`src/rtl/ssd_pkg.sv`:
```
package ssd_pkg;
  localparam int REG_W    = 32;
  localparam int SEL_LSB  = 16;
  localparam int SEL_W    = 2;
  localparam int PRE_LSB  = 8;
  localparam int PRE_W    = 5;
  localparam int POST_LSB = 4;
  localparam int POST_W   = 2;

  typedef struct packed {
    logic [SEL_W-1:0]  sel;
    logic [PRE_W-1:0]  pre;
    logic [POST_W-1:0] post;
  } ssd_cfg_t;
endpackage

```
`src/rtl/ssd_cfg_reg.sv`:
```
module ssd_cfg_reg
  import ssd_pkg::*;
#(
  parameter int DATA_W = REG_W,
  localparam int STRB_W = DATA_W / 8
) (
  input  logic              clk,
  input  logic              rst,
  input  logic              wr_en,
  input  logic [STRB_W-1:0] wr_strb,
  input  logic [DATA_W-1:0] wr_data,
  output ssd_cfg_t          cfg,
  output logic              cfg_changed,
  output logic [DATA_W-1:0] rd_data
);
  ssd_cfg_t cfg_nxt;

  always_comb begin
    cfg_nxt = cfg;
    if (wr_en && wr_strb[SEL_LSB/8])  cfg_nxt.sel  = wr_data[SEL_LSB  +: SEL_W];
    if (wr_en && wr_strb[PRE_LSB/8])  cfg_nxt.pre  = wr_data[PRE_LSB  +: PRE_W];
    if (wr_en && wr_strb[POST_LSB/8]) cfg_nxt.post = wr_data[POST_LSB +: POST_W];
  end

  assign cfg_changed = (cfg_nxt != cfg);

  always_ff @(posedge clk) begin
    if (rst) cfg <= '0;
    else     cfg <= cfg_nxt;
  end

  always_comb begin
    rd_data = '0;
    rd_data[SEL_LSB  +: SEL_W]  = cfg.sel;
    rd_data[PRE_LSB  +: PRE_W]  = cfg.pre;
    rd_data[POST_LSB +: POST_W] = cfg.post;
  end
endmodule

```
`src/rtl/ssd_src_mux.sv`:
```
module ssd_src_mux #(
  parameter int NUM_SRC = 4,
  localparam int SW = (NUM_SRC > 1) ? $clog2(NUM_SRC) : 1
) (
  input  logic [NUM_SRC-1:0] src_tick,
  input  logic [SW-1:0]      sel,
  output logic               tick
);
  always_comb begin
    tick = 1'b0;
    for (int i = 0; i < NUM_SRC; i++)
      if (sel == SW'(i)) tick = src_tick[i];
  end
endmodule

```
`src/rtl/ssd_tick_divider.sv`:
```
module ssd_tick_divider #(
  parameter int W = 2
) (
  input  logic         clk,
  input  logic         rst,
  input  logic         clr,
  input  logic         tick_in,
  input  logic [W-1:0] ratio_m1,
  output logic         terminal
);
  logic [W-1:0] cnt;

  assign terminal = tick_in && (cnt == ratio_m1);

  always_ff @(posedge clk) begin
    if (rst || clr)   cnt <= '0;
    else if (tick_in) cnt <= terminal ? '0 : cnt + 1'b1;
  end
endmodule

```
`src/rtl/strobe_source_divider.sv`:
```
module strobe_source_divider
  import ssd_pkg::*;
#(
  parameter int PRE_SRC = 3,
  localparam int NUM_SRC = 1 << SEL_W,
  localparam int STRB_W  = REG_W / 8
) (
  input  logic               clk,
  input  logic               rst,
  input  logic               wr_en,
  input  logic [STRB_W-1:0]  wr_strb,
  input  logic [REG_W-1:0]   wr_data,
  output logic [REG_W-1:0]   rd_data,
  input  logic [NUM_SRC-1:0] src_tick,
  output logic               out_tick
);
  ssd_cfg_t cfg;
  logic     cfg_changed;
  logic     sel_tick;
  logic     pre_active;
  logic     pre_term;
  logic     post_in;
  logic     post_term;

  ssd_cfg_reg #(.DATA_W(REG_W)) u_cfg (
    .clk(clk), .rst(rst), .wr_en(wr_en), .wr_strb(wr_strb),
    .wr_data(wr_data), .cfg(cfg), .cfg_changed(cfg_changed),
    .rd_data(rd_data)
  );

  ssd_src_mux #(.NUM_SRC(NUM_SRC)) u_mux (
    .src_tick(src_tick), .sel(cfg.sel), .tick(sel_tick)
  );

  assign pre_active = (cfg.sel == SEL_W'(PRE_SRC));

  ssd_tick_divider #(.W(PRE_W)) u_pre (
    .clk(clk), .rst(rst), .clr(cfg_changed),
    .tick_in(sel_tick && pre_active), .ratio_m1(cfg.pre),
    .terminal(pre_term)
  );

  assign post_in = pre_active ? pre_term : sel_tick;

  ssd_tick_divider #(.W(POST_W)) u_post (
    .clk(clk), .rst(rst), .clr(cfg_changed),
    .tick_in(post_in), .ratio_m1(cfg.post),
    .terminal(post_term)
  );

  always_ff @(posedge clk) begin
    if (rst) out_tick <= 1'b0;
    else     out_tick <= post_term && !cfg_changed;
  end
endmodule

```
`config.mk`:
```
export PLATFORM = sky130hd
export DESIGN_NAME = strobe_source_divider
export DESIGN_NICKNAME = d
export VERILOG_FILES = /design/src/rtl/ssd_pkg.sv /design/src/rtl/ssd_cfg_reg.sv /design/src/rtl/ssd_src_mux.sv /design/src/rtl/ssd_tick_divider.sv /design/src/rtl/strobe_source_divider.sv
export SDC_FILE = /design/constraint.sdc
export NUM_CORES = 1
export LEC_CHECK = 0
export BUFFER_PORTS_ARGS = -buffer_cell sky130_fd_sc_hd__buf_2
export CORE_MARGIN = 5
export CORE_UTILIZATION = 44
export CTS_CLUSTER_DIAMETER = 40
export DETAILED_ROUTE_END_ITERATION = 8
export PLACE_DENSITY = 0.83
export SLEW_MARGIN = 20
export SYNTH_ARGS = -nofsm -noshare
export SYNTH_HDL_FRONTEND = slang
export SYNTH_SLANG_ARGS = --single-unit
```
`constraint.sdc`:
```
create_clock -name clk -period 4.43 [get_ports clk]
set_clock_uncertainty 0.05 [all_clocks]
set_input_delay 0.2215 -clock clk [delete_from_list [all_inputs] [get_ports clk]]
set_output_delay 0.2215 -clock clk [all_outputs]
set_load 0.01 [all_outputs]
```
==> tab_implementation.tex <==
\begin{tabular}{lr}
\hline
Metric & Value \\
\hline
\multicolumn{2}{l}{\textbf{Global routing}} \\
\quad Pin count of the biggest net entering global routing & 13 \\
\quad Total gr overflow & 0 \\
\quad Wire length of the first global-routing pass & about 3.5 mm \\
\quad Number of global-route vias before repair & between 800 and 900 \\
\quad Number of antenna violations at the first check in global routing & 0 \\
\quad Overall track demand over capacity in global routing & around an eighth \\
\multicolumn{2}{l}{\textbf{Place}} \\
\quad Number of port buffers & 28 \\
\quad Post-DP HPWL & between 1.5 and 2 mm \\
\quad Pre-CTS setup slack & about 2500 ps \\
\quad Placement-stage cell area & around 0.0012 sq mm \\
\quad Cell count after placement & between 150 and 200 \\
\quad Global placement routability congestion & 0.808 \\
\multicolumn{2}{l}{\textbf{Critical path}} \\
\quad Critical path peak fanout & 8 \\
\quad CP Data Arrival Time & 2070 ps \\
\quad Sort of element at the start of the critical path & flop \\
\quad Required time of the critical path & roughly 4600 ps \\
\quad Critical path type & reg2reg \\
\quad Worst setup EP type & flop \\
\multicolumn{2}{l}{\textbf{Routing}} \\
\quad Post-detailed-route DRC marker count & 0 \\
\quad Number of vias in the routed layout & around 910 \\
\quad Highest Signal Layer & met4 \\
\quad Overall routed net length & 2.14 mm \\
\quad Number of DRC markers after the initial detailed-route iteration & 16 \\
\quad Routed length on met1 & about 900 microns \\
\quad Detail Route met2 WL & 1.06 mm \\
\quad Post-DRT Antenna Nets & 0 \\
\quad Average detailed-routed wire length per instance & 11.1 microns \\
\quad WL met3 & about 160 microns \\
\quad Detailed Routing Iterations Pass 1 & 4 \\
\quad Via-to-Cell Ratio & between 4 and 5 \\
\multicolumn{2}{l}{\textbf{Logic synthesis}} \\
\quad Ys Warns & 0 \\
\quad Cell type with the largest total area after synthesis & sky130\_fd\_sc\_hd\_\_dfxtp\_1 \\
\quad Synth area leaders & sky130\_fd\_sc\_hd\_\_dfxtp\_1, sky130\_fd\_sc\_hd\_\_buf\_4, sky130\_fd\_sc\_hd\_\_xor2\_1 \\
\quad Register bit total from synthesis & 17 \\
\quad Count of flip-flops with a built-in enable after synthesis & 0 \\
\quad Most frequently used cell type in the post-synthesis netlist & sky130\_fd\_sc\_hd\_\_buf\_4 \\
\quad Register area share after synthesis & slightly above 30\% \\
\quad Fraction of synthesis flops using an asynchronous set or reset pin & 0\% \\
\quad Primary flip-flop cell chosen by synthesis mapping & sky130\_fd\_sc\_hd\_\_dfxtp\_1 \\
\quad Cell Area, Synth & around 0.0011 sq mm \\
\quad Post-synthesis instance total & about 140 \\
\quad Synth top area share & a little under a third \\
\quad Cell types with the highest counts after synthesis & sky130\_fd\_sc\_hd\_\_buf\_4, sky130\_fd\_sc\_hd\_\_dfxtp\_1, sky130\_fd\_sc\_hd\_\_nand2\_1 \\
\quad Count of distinct cell types in the synthesized netlist & 31 \\
\quad Mean cell area of the mapped netlist & 8.19 sq um \\
\multicolumn{2}{l}{\textbf{Power}} \\
\quad Leakage power of the design & 0.564 nW \\
\quad Power density of the placed cells & approximately 250 mW/mm\^{}2 \\
\quad Power after layout & about 0.31 mW \\
\quad Max rail drop VDD & around 0.20 mV \\
\multicolumn{2}{l}{\textbf{Die}} \\
\quad Die Span X & 60.1 microns \\
\quad Die area & around 0.0036 sq mm \\
\quad Area of the placeable core & 0.00243 sq mm \\
\quad I/O pins & 76 \\
\quad Initial core utilization & between 40\% and 50\% \\
\quad Row Count & 18 \\
\quad Vertical die dimension & 60.1 microns \\
\multicolumn{2}{l}{\textbf{STA}} \\
\quad Setup slack after layout & $\sim$2500 ps \\
\quad Final worst path period share & a little over two fifths \\
\quad Number of hold violations in the final report & 0 \\
\quad Total negative slack & 0 ps \\
\quad Unrepaired setup endpoints after global routing & false \\
\quad Final slew viol count & 0 \\
\quad FMAX & approximately 0.52 GHz \\
\quad Setup violators final & 0 \\
\quad Shortest period the worst path allows & 1910 ps \\
\multicolumn{2}{l}{\textbf{Status}} \\
\quad Outcome & completed \\
\multicolumn{2}{l}{\textbf{Clock network}} \\
\quad Setup bufs post-CTS & 0 \\
\quad Number of resized instances in the post-cts repair step & 0 \\
\quad H-Tree Level Count & 1 \\
\quad TritonCTS buffer count & 3 \\
\quad Number of buffers inserted for hold repair after clock tree synthesis & 0 \\
\quad Clock latency on the worst-skew pair & just under 300 ps \\
\quad Maximum clock path buffer count & 2 \\
\quad Clk root buf & sky130\_fd\_sc\_hd\_\_clkbuf\_4 \\
\quad Sink count of the clock tree & 17 \\
\quad Register clock-pin slew on the reported worst setup and hold paths & approximately 100 ps \\
\quad CTS tree & yes \\
\multicolumn{2}{l}{\textbf{Job}} \\
\quad \# Max-Cap Violations & 0 \\
\multicolumn{2}{l}{\textbf{Hold path}} \\
\quad Class of the worst hold path & in2reg \\
\multicolumn{2}{l}{\textbf{Cells and area}} \\
\quad Number of antenna repair diodes & 0 \\
\quad Area added between synthesis and finish & 8.71\% \\
\quad Fin nets & around 210 \\
\quad Post-route cell area & between 0.001 and 0.0015 sq mm \\
\quad Share of layout cells above drive strength 1 & 21.5\% \\
\quad Filler-free cell count of the finished design & $\sim$190 \\
\hline
\end{tabular}
## path summary, 6_finish.rpt
| kind | start | endpoint | slack [ps] | cells past startpoint |
|---|---|---|---|---|
| worst max-delay path | u_cfg.cfg[5] | out_tick | 2520 | 5 |
| worst min-delay path | wr_data[16] | u_cfg.cfg[7] | 130 | 3 |
| worst max register to register | u_cfg.cfg[5] | out_tick | 2520 | 5 |
| worst min register to register | u_post.cnt[0] | u_post.cnt[0] | 480 | 2 |
## per-stage QoR
| stage | util [%] | hold WS [ps] |
|---|---|---|
| after floorplan | - | 319 |
| after global placement | 48.3 | 445 |
| after detailed placement | 48.3 | 452 |
| after CTS | 49.4 | 128 |
| after global routing | 49.4 | 131 |
| final | 49.4 | 133 |
## where the power goes
part | leakage, nW | switching (mW) | internal (mW)
clock | 0.0177 | 0.0500 | 0.0336
sequential | 0.138 | 0.00676 | 0.157
combinational | 0.408 | 0.0348 | 0.0233
## cells in the final DEF (no fill, tap or decap), drive strengths merged
cell type  netlist  final
buf             24     28
conb             1     23
nand2           17     17
dfxtp           17     17
a21oi           16     16
xor2            12     12
nand3           10     10
xnor2            6      6
nor2             4      4
nor3             3      3
clkbuf           2      3
nand4            2      2
mux2i            2      2
nand3b           2      2
or3              2      2
nor4             2      2
a31oi            1      1
or4              1      1
inv              1      1
and3             1      1
a32oi            1      1
o22ai            1      1
o21ai            1      1
and2             1      1
nand2b           1      1
nor2b            1      1
nor3b            1      1
a2bb2oi          1      1
ha               1      1
clkinv           0      1
## worst max-delay path, stage by stage, from the launching register on
cell and delay [ps]:
sky130_fd_sc_hd__dfxtp_1 380, sky130_fd_sc_hd__xor2_1 190, sky130_fd_sc_hd__nor3_1 210, sky130_fd_sc_hd__a31oi_1 110, sky130_fd_sc_hd__or4_4 600, sky130_fd_sc_hd__nor4_4 290
## final cells by class
class / instances / area (sq um)
repair buffers: 28 / 140
clock buffers: 3 / 22.5
clock inverters: 1 / 5.00
well taps: 30 / 37.5
flip-flops and latches: 17 / 340
inverters: 1 / 3.75
fillers: 253 / 1230
multi-input cells: 113 / 653
## kinds of logic after synthesis
group,count (synthesis),synth area share (%)
AND/OR/NAND/NOR,48,23.6
buffers and inverters,27,17.6
AO/OA/AOI/OAI,21,10.4
XOR/XNOR,18,14.3
flip-flops,17,30.8
multiplexers,2,1.81
adder cells (fa/ha/maj),1,1.13
other,1,0.339
## sequential cells by signal (all words and copies together) (netlist names)
name        count
u_post.cnt      2
u_pre.cnt       5
out_tick        1
u_cfg.cfg       9
## metal layers
layer  up-vias  GRT usage, %
met4         0          4.75
met1       408          14.5
met3         2          3.46
met5         -             0
li1        473             -
met2        31          21.8
Note: power is estimated with default switching activity, not from simulation.
